$ cat src/rtl/row_readout_map.sv
module row_readout_map #(
  parameter int ROW_W  = 7,
  parameter int BANK_W = 4,
  parameter int BIT_W  = 3,
  parameter int TOP_BANK = 8
) (
  input  logic              clk,
  input  logic              rst_n,
  input  logic [ROW_W-1:0]  scan_row,
  input  logic [1:0]        mux_sel,
  input  logic [ROW_W-1:0]  scroll,
  input  logic              mirror,
  input  logic              icon_mode,
  input  logic [BANK_W-1:0] ycar,
  output logic [BANK_W-1:0] row_bank,
  output logic [BIT_W-1:0]  row_bit,
  output logic              icon_row
);

  localparam int W = ROW_W + 1;

  logic [W-1:0]      mux_rows;
  logic [BANK_W-1:0] base_bank, yc, icon_bank;
  logic [W-1:0]      nlines, span, drivers, idx, sc, sum;
  logic [W-1:0]      line_n;
  logic              flag_n;
  logic              primed;

  always_comb begin
    case (mux_sel)
      2'd0:    begin mux_rows = W'(33); base_bank = BANK_W'(4); end
      2'd1:    begin mux_rows = W'(49); base_bank = BANK_W'(6); end
      default: begin mux_rows = W'(65); base_bank = BANK_W'(TOP_BANK); end
    endcase
  end

  assign yc        = (ycar > BANK_W'(TOP_BANK)) ? BANK_W'(TOP_BANK) : ycar;
  assign icon_bank = (yc > base_bank) ? yc : base_bank;
  assign nlines    = W'({icon_bank, 3'b000});
  assign span      = icon_mode ? nlines : nlines + W'(1);
  assign drivers   = icon_mode ? mux_rows - W'(1) : mux_rows;

  always_comb begin
    idx = mirror ? drivers - W'(1) - W'(scan_row) : W'(scan_row);
    sc  = W'(scroll);
    for (int k = 0; k < 3; k++)
      if (sc >= span) sc = sc - span;
    sum = idx + sc;
    if (sum >= span) sum = sum - span;
  end

  always_comb begin
    if (W'(scan_row) >= mux_rows) begin
      line_n = '0;
      flag_n = 1'b0;
    end else if (icon_mode && W'(scan_row) == mux_rows - W'(1)) begin
      line_n = nlines;
      flag_n = 1'b1;
    end else begin
      line_n = sum;
      flag_n = (sum == nlines);
    end
  end

  always_ff @(posedge clk or negedge rst_n) begin
    if (!rst_n) begin
      row_bank <= '0;
      row_bit  <= '0;
      icon_row <= 1'b0;
      primed   <= 1'b0;
    end else begin
      row_bank <= BANK_W'(line_n[W-1:3]);
      row_bit  <= line_n[2:0];
      icon_row <= flag_n;
      primed   <= 1'b1;
    end
  end

  AST_BANK_LIMIT: assert property (@(posedge clk) disable iff (!rst_n)
    row_bank <= BANK_W'(TOP_BANK));

  AST_ICON_ALIGNED: assert property (@(posedge clk) disable iff (!rst_n)
    icon_row |-> (row_bit == '0 && row_bank >= BANK_W'(4)));

  AST_ICON_PINNED: assert property (@(posedge clk) disable iff (!rst_n)
    (primed && $past(icon_mode) && W'($past(scan_row)) == $past(mux_rows) - W'(1))
      |-> (icon_row && row_bit == '0));

  AST_GRAPHIC_NO_ICON: assert property (@(posedge clk) disable iff (!rst_n)
    (primed && $past(icon_mode) && W'($past(scan_row)) < $past(mux_rows) - W'(1))
      |-> !icon_row);

  AST_IDLE_DRIVER: assert property (@(posedge clk) disable iff (!rst_n)
    (primed && W'($past(scan_row)) >= $past(mux_rows))
      |-> (row_bank == '0 && row_bit == '0 && !icon_row));

  AST_REG_STEADY: assert property (@(posedge clk) disable iff (!rst_n)
    (primed && $stable(scan_row) && $stable(mux_sel) && $stable(scroll) &&
     $stable(mirror) && $stable(icon_mode) && $stable(ycar) && $past(primed))
      |=> ($stable(row_bank) && $stable(row_bit) && $stable(icon_row)));

endmodule

$ cat config.mk
export PLATFORM = sky130hd
export DESIGN_NAME = row_readout_map
export DESIGN_NICKNAME = d
export VERILOG_FILES = /design/src/rtl/row_readout_map.sv
export SDC_FILE = /design/constraint.sdc
export NUM_CORES = 1
export LEC_CHECK = 0
export ABC_AREA = 0
export BUFFER_PORTS_ARGS = -buffer_cell sky130_fd_sc_hd__buf_2
export CAP_MARGIN = 25
export CORE_UTILIZATION = 50
export CTS_BUF_LIST = sky130_fd_sc_hd__clkbuf_4 sky130_fd_sc_hd__clkbuf_8
export CTS_CLUSTER_SIZE = 40
export DETAILED_ROUTE_END_ITERATION = 8
export GPL_ROUTABILITY_DRIVEN = 1
export GPL_TIMING_DRIVEN = 0
export PLACE_DENSITY = 0.76
export SLEW_MARGIN = 10
export SYNTH_ARGS = -nofsm -noshare
export SYNTH_HDL_FRONTEND = slang
export SYNTH_SLANG_ARGS = --single-unit
$ cat constraint.sdc
create_clock -name clk -period 0.8 [get_ports clk]
set_input_delay 0.04 -clock clk [delete_from_list [all_inputs] [get_ports clk]]
set_output_delay 0.04 -clock clk [all_outputs]
set_load 0.02 [all_outputs]
-- After elaboration in Yosys (flattened, before gate mapping)
Cells that the tools add are included.
- add/sub/neg operators: 9
- mux-type cells: 15
- reductions and logical operators: 2
- equality and inequality tests: 3
- $lt $le $gt $ge: 7
- operators by type and width (operator ; count):
    2-to-1 mux 8 bit ; 7
    greater-or-equal comparator 8 bit ; 3
    subtractor 8 bit ; 3
    greater-or-equal comparator 7 x 8 -> 1 bit ; 2
    subtractor 8 x 1 -> 8 bit, second input constant ; 2
    2-to-1 mux 7 bit ; 2
    case mux 7 bit (2 select lines) ; 1
    adder 7 x 1 -> 8 bit, second input constant ; 1
    adder 8 bit ; 1
    == test 7 x 8 -> 1 bit ; 1
    == test 8 x 7 -> 1 bit ; 1
    2-to-1 mux 4 bit ; 2
    case mux 4 bit (2 select lines) ; 1
    subtractor 7 x 8 -> 8 bit ; 1
    subtractor 8 x 7 -> 8 bit ; 1
    greater-than comparator 4 bit ; 1
    greater-than comparator 4 bit, second input constant ; 1
    == test 2 x 1 -> 1 bit, second input constant ; 1
    zero test 2 bit ; 1
    2-to-1 mux 1 bit ; 2
    logical AND 1 bit ; 1
- output and inout bits: 8
- bits of input ports: 24
- bits in registers: 8
- word-level logic and storage cells: 39

-- Longest topological paths before layout
Gate-level depths: netlist of the first run.
- depth in word-level cells: 18
- gate-level depth with buffers: 53
- mapped depth without buffers: 52

-- Worst setup path after synthesis of the first run
Ideal clock, no wire load.
- kind: input -> register
- from: input port mux_sel[1]
- to: register icon_row
- data arrival time: 9779 ps
- data required time: 723 ps
- stages on the path: 53
- library setup time: 77 ps
- slack: -9056 ps
- buffers on the path: 2
- path through: inv_1 nand2_1 inv_1 ha_1 inv_1 maj3_1 a21oi_1 a31oi_1 mux2i_1 inv_1 ha_1 nand3_1 a211o_1 nand2_1 nand2_1 o21ai_0 ha_1 ha_1 [... 17 more ...] fa_1 a21o_1 a21oi_1 o21bai_1 a21oi_1 xnor2_1 ha_1 and3_1 a41oi_1 o21ai_1 nor3b_1 mux2_2 a21oi_1 nor3b_1 a2111oi_0 a31oi_1 or4_1 a21oi_1
- word-level cells in the longest chain between the ends: 18
- elaborated cells between the ends (all ways): 32
- classes of those cells: add/sub: 9; order compare: 6; eq/ne: 3; mux: 12; reduce/logical: 2
- ends and longest elaborated chain (element ; RTL line ; text):
    start, declared ; 10 ; input logic [1:0] mux_sel,
    == test 2 x 1 -> 1 bit or zero test 2 bit (tied branches) ; 30 ; case (mux_sel)
    case mux 4 bit (2 select lines) ; 30 ;
    greater-than comparator 4 bit ; 38 ; assign icon_bank = (yc > base_bank) ? yc : base_bank;
    2-to-1 mux 4 bit ; 38 ;
    adder 7 x 1 -> 8 bit ; 40 ; assign span = icon_mode ? nlines : nlines + W'(1);
    2-to-1 mux 8 bit ; 40 ;
    subtractor 7 x 8 -> 8 bit or greater-or-equal comparator 7 x 8 -> 1 bit (tied branches) ; 47 ; if (sc >= span) sc = sc - span;
    2-to-1 mux 8 bit ; 47 ;
    [... 3 more ...] ; -- ;
    2-to-1 mux 8 bit ; 47 ;
    adder 8 bit ; 48 ; sum = idx + sc;
    subtractor 8 bit or greater-or-equal comparator 8 bit (tied branches) ; 49 ; if (sum >= span) sum = sum - span;
    2-to-1 mux 8 bit ; 49 ;
    == test 8 x 7 -> 1 bit ; 61 ; flag_n = (sum == nlines);
    2-to-1 mux 1 bit ; 56 ; end else if (icon_mode && W'(scan_row) == mux_rows - W'(1)) begin
    2-to-1 mux 1 bit (*) ; 53 ; if (W'(scan_row) >= mux_rows) begin
    named net flag_n ; 26 ; logic flag_n;
    end signal, assigned ; 74 ; icon_row <= flag_n;
    end, declared ; 17 ; output logic icon_row
Mark *: on every way through the listed nets, which the timed path passes. The rest lies on a longest branch.

-- Final worst setup path of the first run
Ends and elaborated chain as after synthesis.

==> run summary, run 1 <==
=================================================================================
Period Utilization, post-route .....................................         11.8
CP Class ...........................................................       in2reg
Maximum fanout count along the critical path .......................            5
Overall fraction of global-route tracks in use .....................        0.322
Number of vias per cell ............................................         6.73
Sink Count .........................................................            8
Core Box Area ......................................................     5510 µm²
Worst Setup End Kind ...............................................    flip-flop
Most frequent cell after synthesis .................................         ha_1
Arrival @ worst endpoint ...........................................      9.55 ns
Mapped Avg Cell Area ...............................................     7.36 µm²
Total gr overflow ..................................................            0
Wire length per cell ...............................................      20.5 µm
Count of H-tree levels built during CTS ............................            1
Worst min-delay path class .........................................     in2async
Yosys warnings .....................................................            0
Number of buffer and inverter instances along the worst setup path .            8
Critical path destination .......................................... icon_row$_DFF_PN0_
Max Buffers Root-to-Sink ...........................................            2
Top-area cell type share of the netlist area .......................        0.171
Outcome ............................................................ finished, violations left
Pin count of the biggest net entering global routing ...............           11
Gate Count Post-Synth ..............................................          387
Violated checks .................................................... setup timing
Vias in the first global route .....................................         3480
Setup Viol. Count Final ............................................            8
Area added between synthesis and finish ............................        53.4%
Commonest cells in the netlist ..................................... 39 x ha_1, 38 x nand2_1, 38 x nor2_1
Die Ht .............................................................      77.5 µm
Critical path origin ...............................................   mux_sel[1]
Prevailing post-synth register cell ................................      dfrtp_1
RSZ-0062 raised after global routing ...............................          yes
Transition time of the tightest slew-check pin .....................     0.788 ns
Cell depth of the worst setup path .................................           52
Max-cap violations .................................................            0
Final Hold Vio Count ...............................................            0
Count of state elements after synthesis ............................            8
Synth area leader ..................................................         ha_1
Sequential fraction of the synthesis area ..........................       0.0703
Layout cell share with drive strength beyond 1 .....................        0.452
Die X ..............................................................      77.5 µm
I/O pin cnt ........................................................           32
Total DRC errors in the routed layout ..............................            0
Smallest setup slack after layout ..................................     -8.60 ns
Async set-or-reset flop fraction in the synthesized netlist ........         1.00
Number of nets still failing antenna checks after routing ..........            0
Clock transition at the registers of the reported paths ............      0.04 ns
Most area-consuming cells after synthesis .......................... ha_1 17%, dfrtp_1 7.0%, xnor2_1 6.5%
Fin crit period ....................................................      9.40 ns
Number of enable flip-flop cells after synthesis ...................            0
Cell area after synthesis ..........................................     2850 µm²
Half-perimeter wire length of the detailed placement result ........      5970 µm
Number of antenna violations at the first check in global routing ..            0
Max Freq ...........................................................    0.106 GHz
Final weighted congestion of routability-driven global placement ...        0.885
Sum of routed wire length over all layers ..........................     11400 µm
TritonCTS clock tree ...............................................        built
Initial cell density of the core ...................................        0.517
Number of CTS-inserted buffers .....................................            3
Total iterations of the first detailed-routing run .................            5
Distinct cell type count of the synthesized netlist ................           67
Synthesized netlist net count ......................................          451
Cell with the biggest individual delay on the critical path ........        or4_1
Violation count after the first detailed-route iteration ...........          421
Std cell rows ......................................................           27
Port Buf Inserts ...................................................           30
Most frequent cell on the critical path ............................         ha_4
Longest individual stage delay on the worst path ...................      0.44 ns
Root Buffer Master .................................................     clkbuf_8
Global-route wire length before repair .............................     15600 µm
Kind of cell adding the most delay to the critical path ............ compound AO/OA/AOI/OAI gates
Pre-CTS setup slack ................................................     -9.84 ns
Critical Path RT ...................................................      0.95 ns
Total via count after detailed routing .............................         3744
Worst rel slew slack ...............................................        0.471
Max-slew violation count ...........................................            0
Antenna diode count ................................................            0
Final layout net count .............................................          550
Layout filler cell count ...........................................          288
Die ar. ............................................................     6000 µm²
Startpoint Class ................................................... primary input
=================================================================================
## area by class of cell
| cell class | count | area [µm²] | share of cell area |
|---|---|---|---|
| well taps | 72 | 90.1 | 0.0206 |
| inverters | 24 | 98.8 | 0.0226 |
| multi-input cells | 350 | 3210 | 0.734 |
| repair buffers | 94 | 684 | 0.157 |
| clock buffers | 3 | 41.3 | 0.00945 |
| plain buffers | 5 | 48.8 | 0.0112 |
| flip-flops and latches | 8 | 200 | 0.0458 |
## cell families (layout without fill, tap and decap cells)
kind of cell,count (synthesis),count (layout),share of synthesized area
multiplexers,13,13,0.0474
adder cells (fa/ha/maj),41,41,0.182
flip-flops,8,8,0.0703
AO/OA/AOI/OAI,115,115,0.287
buffers and inverters,30,126,0.0426
XOR/XNOR,32,32,0.103
AND/OR/NAND/NOR,148,149,0.268
## flip-flops by register name, indices dropped and copies added (netlist names)
signal and cells:
row_bank 4, icon_row 1, row_bit 3
## through the flow
stage                     utilization  hold slack [ns]  cells  instance area (µm²)  setup TNS (ns)
after floorplan                     -           -0.256    387                 3040          -58.15
after global placement          0.596           -0.121    489                 3280          -70.03
after detailed placement        0.596           -0.119    489                 3280          -71.55
after CTS                       0.735            0.188    540                 4050          -58.88
after global routing            0.793            0.195    556                 4370          -64.76
final                           0.793            0.180    556                 4370          -63.83
## timing repair
action,CTS,global route
endpoints found under the setup margin,8,8
gates cloned,1,0
buffers inserted,47,16
pin swaps,46,43
hold buffers,1,0
gates resized for setup,70,39
hold endpoints to repair,8,0
## per-layer routing
metal | track usage | vias up | share of wire
li1 | - | 1624 | -
met4 | 0.177 | 0 | 0.067
met3 | 0.0647 | 104 | 0.093
met5 | 0 | - | 0
met2 | 0.568 | 293 | 0.46
met1 | 0.360 | 1723 | 0.38
## layout by cell type, fill, tap and decap left out, drive strengths merged, types with 5 or more instances in the layout
master,instances
inv,23
buf,95
clkbuf,6
nand2b,11
dfrtp,8
xnor2,21
nor3,9
o21ai,26
nand3,6
a31oi,7
mux2i,9
a21o,12
nand2,39
nor2,38
a211oi,10
ha,39
nor2b,8
a21oi,27
a21boi,5
nor4,5
xor2,10
and2,6
## worst min path at each step
stage                                  to  slack (ns)
floorplan              icon_row$_DFF_PN0_       -0.26
global placement    row_bank[2]$_DFF_PN0_       -0.12
detailed placement  row_bank[0]$_DFF_PN0_       -0.12
CTS                 row_bank[3]$_DFF_PN0_        0.19
global route        row_bank[2]$_DFF_PN0_        0.19
finish              row_bank[2]$_DFF_PN0_        0.18
Power of run 1 is left out: the tool's default activity adds up to more than one toggle a clock period on the data nets, which glitch-free logic cannot reach.
==> run 2, diff against run 1 <==
Settings changed: PLACE_DENSITY 0.76 to 0.73.
Clock period 0.8 ns to 9.65 ns, I/O delays scaled along.
==> run summary, run 2 (synthesis gave the netlist of run 1 again) <==
================================================================================
Die X .............................................................      77.5 µm   unchanged
Final core area utilization .......................................        0.740   was 0.793
Pin count of the biggest net entering global routing ..............           11   unchanged
Transition time of the tightest slew-check pin ....................     0.672 ns   was 0.788 ns
Layout cell share with drive strength beyond 1 ....................        0.389   was 0.452
Number of CTS-inserted buffers ....................................            3   unchanged
Die ar. ...........................................................     6000 µm²   unchanged
Arrival @ worst endpoint ..........................................      9.65 ns   was 9.55 ns
Critical Path RT ..................................................      9.80 ns   was 0.95 ns
Total gr overflow .................................................            0   unchanged
Overall fraction of global-route tracks in use ....................        0.260   was 0.322
Number of nets still failing antenna checks after routing .........            0   unchanged
Worst rel slew slack ..............................................        0.549   was 0.471
Setup Viol. Count Final ...........................................            0   was 8
Routed length on met2 .............................................      4450 µm   was 5270 µm
Max-cap violations ................................................            0   unchanged
Area added between synthesis and finish ...........................        43.0%   was 53.4%
I/O pin cnt .......................................................           32   unchanged
Commonest non-fill, non-tap cells in the layout ................... 40 x buf_4, 32 x nor2_1, 32 x nand2_1, 30 x buf_2, 25 x ha_1   was 56 x buf_4, 30 x nor2_1, 30 x nand2_1, 29 x buf_2, 25 x ha_1
Setup TNS Final ...................................................         0 ns   was -63.83 ns
Max FFs per register ..............................................            4   unchanged
Most frequent cell on the critical path ...........................         ha_4   unchanged
Die Ht ............................................................      77.5 µm   unchanged
Global-route wire length before repair ............................     12700 µm   was 15600 µm
Violation count after the first detailed-route iteration ..........          173   was 421
Leading registers by flop count ................................... row_bank x4, row_bit x3, icon_row x1   unchanged
Fin crit period ...................................................      9.50 ns
Period Utilization, post-route ....................................        0.984
Sink Count ........................................................            8   unchanged
Outcome ........................................................... complete, no violations   was finished, violations left
Number of vias per cell ...........................................         6.12   was 6.73
Total via count after detailed routing ............................         3286   was 3744
Worst Setup End Kind ..............................................    flip-flop   unchanged
Vias in the first global route ....................................         2799   was 3480
Total iterations of the first detailed-routing run ................            5   unchanged
Clock transition at the registers of the reported paths ...........      0.04 ns   about the same
Startpoint Class .................................................. primary input   unchanged
Routed length on met3 .............................................       522 µm   was 1060 µm
Cts hold-fix bufs .................................................            0   was 1
Count of H-tree levels built during CTS ...........................            1   unchanged
Final weighted congestion of routability-driven global placement ..        0.874   was 0.885
Placed Area .......................................................     3170 µm²   was 3280 µm²
Std cell rows .....................................................           27   unchanged
Antenna diode count ...............................................            0   unchanged
Max Buffers Root-to-Sink ..........................................            2   unchanged
Root Buffer Master ................................................     clkbuf_8   unchanged
Cell area after layout ............................................     4080 µm²   was 4370 µm²
Final Hold Vio Count ..............................................            0   unchanged
CP Class ..........................................................       in2reg   unchanged
Cell with the biggest individual delay on the critical path .......        or4_1   unchanged
Max-slew violation count ..........................................            0   unchanged
Smallest setup slack after layout .................................     0.151 ns   was -8.60 ns
Wl on met1 ........................................................      3900 µm   was 4310 µm
Layout filler cell count ..........................................          372   was 288
Wire length per cell ..............................................      17.0 µm   was 20.5 µm
Reg with most FFs .................................................     row_bank   unchanged
Highest routing layer actually used ...............................         met4   unchanged
Maximum fanout count along the critical path ......................            6   was 5
Total DRC errors in the routed layout .............................            0   unchanged
Worst min-delay path class ........................................     in2async   unchanged
Most common cell after layout, fill and taps aside ................        buf_4   unchanged
TritonCTS clock tree ..............................................        built   unchanged
Longest individual stage delay on the worst path ..................      0.45 ns   was 0.44 ns
Final layout net count ............................................          531   was 550
Max Freq ..........................................................    0.105 GHz
Port Buf Inserts ..................................................           30   unchanged
Core Box Area .....................................................     5510 µm²   unchanged
Half-perimeter wire length of the detailed placement result .......      5910 µm   was 5970 µm
Number of antenna violations at the first check in global routing .            0   unchanged
Initial cell density of the core ..................................        0.517   unchanged
Sum of routed wire length over all layers .........................      9110 µm   was 11400 µm
Pre-CTS setup slack ...............................................     -1.80 ns   was -9.84 ns
================================================================================
run 2: cell types whose count changed in the layout (fill, tap and decap cells not counted), moves of 2 or more:
cell      before  now
buf_4         56   40
o21ai_0       17   19
nand2_4        5    3
nand2_1       30   32
buf_6          8    6
nor2_2         6    4
xnor2_2        5    2
a211oi_1       5    7
nor3_2         3    1
nor3_1         4    6
o21ai_2        3    1
xnor2_1       16   18
nor2_1        30   32
run 2: per-layer routing:
metal,vias to the layer above,GRT usage
met5,-,0
met4,0,0.0453
met3,23,0.00588
met2,147,0.473
met1,1533,0.344
li1,1583,-
run 2: path summary, 6_finish.rpt:
check	from	endpoint	slack, ns
worst max-delay path	ycar[3]	icon_row$_DFF_PN0_	0.15
worst min-delay path	rst_n	icon_row$_DFF_PN0_	0.09
max in group asynchronous	rst_n	row_bank[2]$_DFF_PN0_	9.41
min in group clk	scan_row[0]	icon_row$_DFF_PN0_	0.87
run 2: area by class of cell:
type | instances | area [µm²] | area share
multi-input cells | 350 | 3090 | 0.758
repair buffers | 74 | 502 | 0.123
flip-flops and latches | 8 | 200 | 0.0491
inverters | 24 | 98.8 | 0.0243
well taps | 72 | 90.1 | 0.0221
plain buffers | 6 | 53.8 | 0.0132
clock buffers | 3 | 41.3 | 0.0101
run 2: timing repair:
item	4_1_cts	5_1_grt
resized for setup	34	73
pin swaps	16	41
setup endpoints to repair	8	2
gates cloned	1	0
setup buffers	17	27
run 2: critical path, delay by kind of cell:
| family | cells | cell delay (ns) |
|---|---|---|
| adder cells (fa/ha/maj) | 8 | 1.90 |
| buffers and inverters | 9 | 1.12 |
| AO/OA/AOI/OAI | 16 | 2.81 |
| AND/OR/NAND/NOR | 12 | 2.29 |
| XOR/XNOR | 1 | 0.12 |
| multiplexers | 4 | 0.91 |
run 2: through the flow:
step	std cells	hold WS [ns]
6_report	537	0.0868
5_1_grt	537	0.0952
4_1_cts	510	0.0866
3_5_place_dp	489	0.324
3_3_place_gp	489	0.320
2_1_floorplan	387	0.187
Power of run 2 is left out for the same reason.
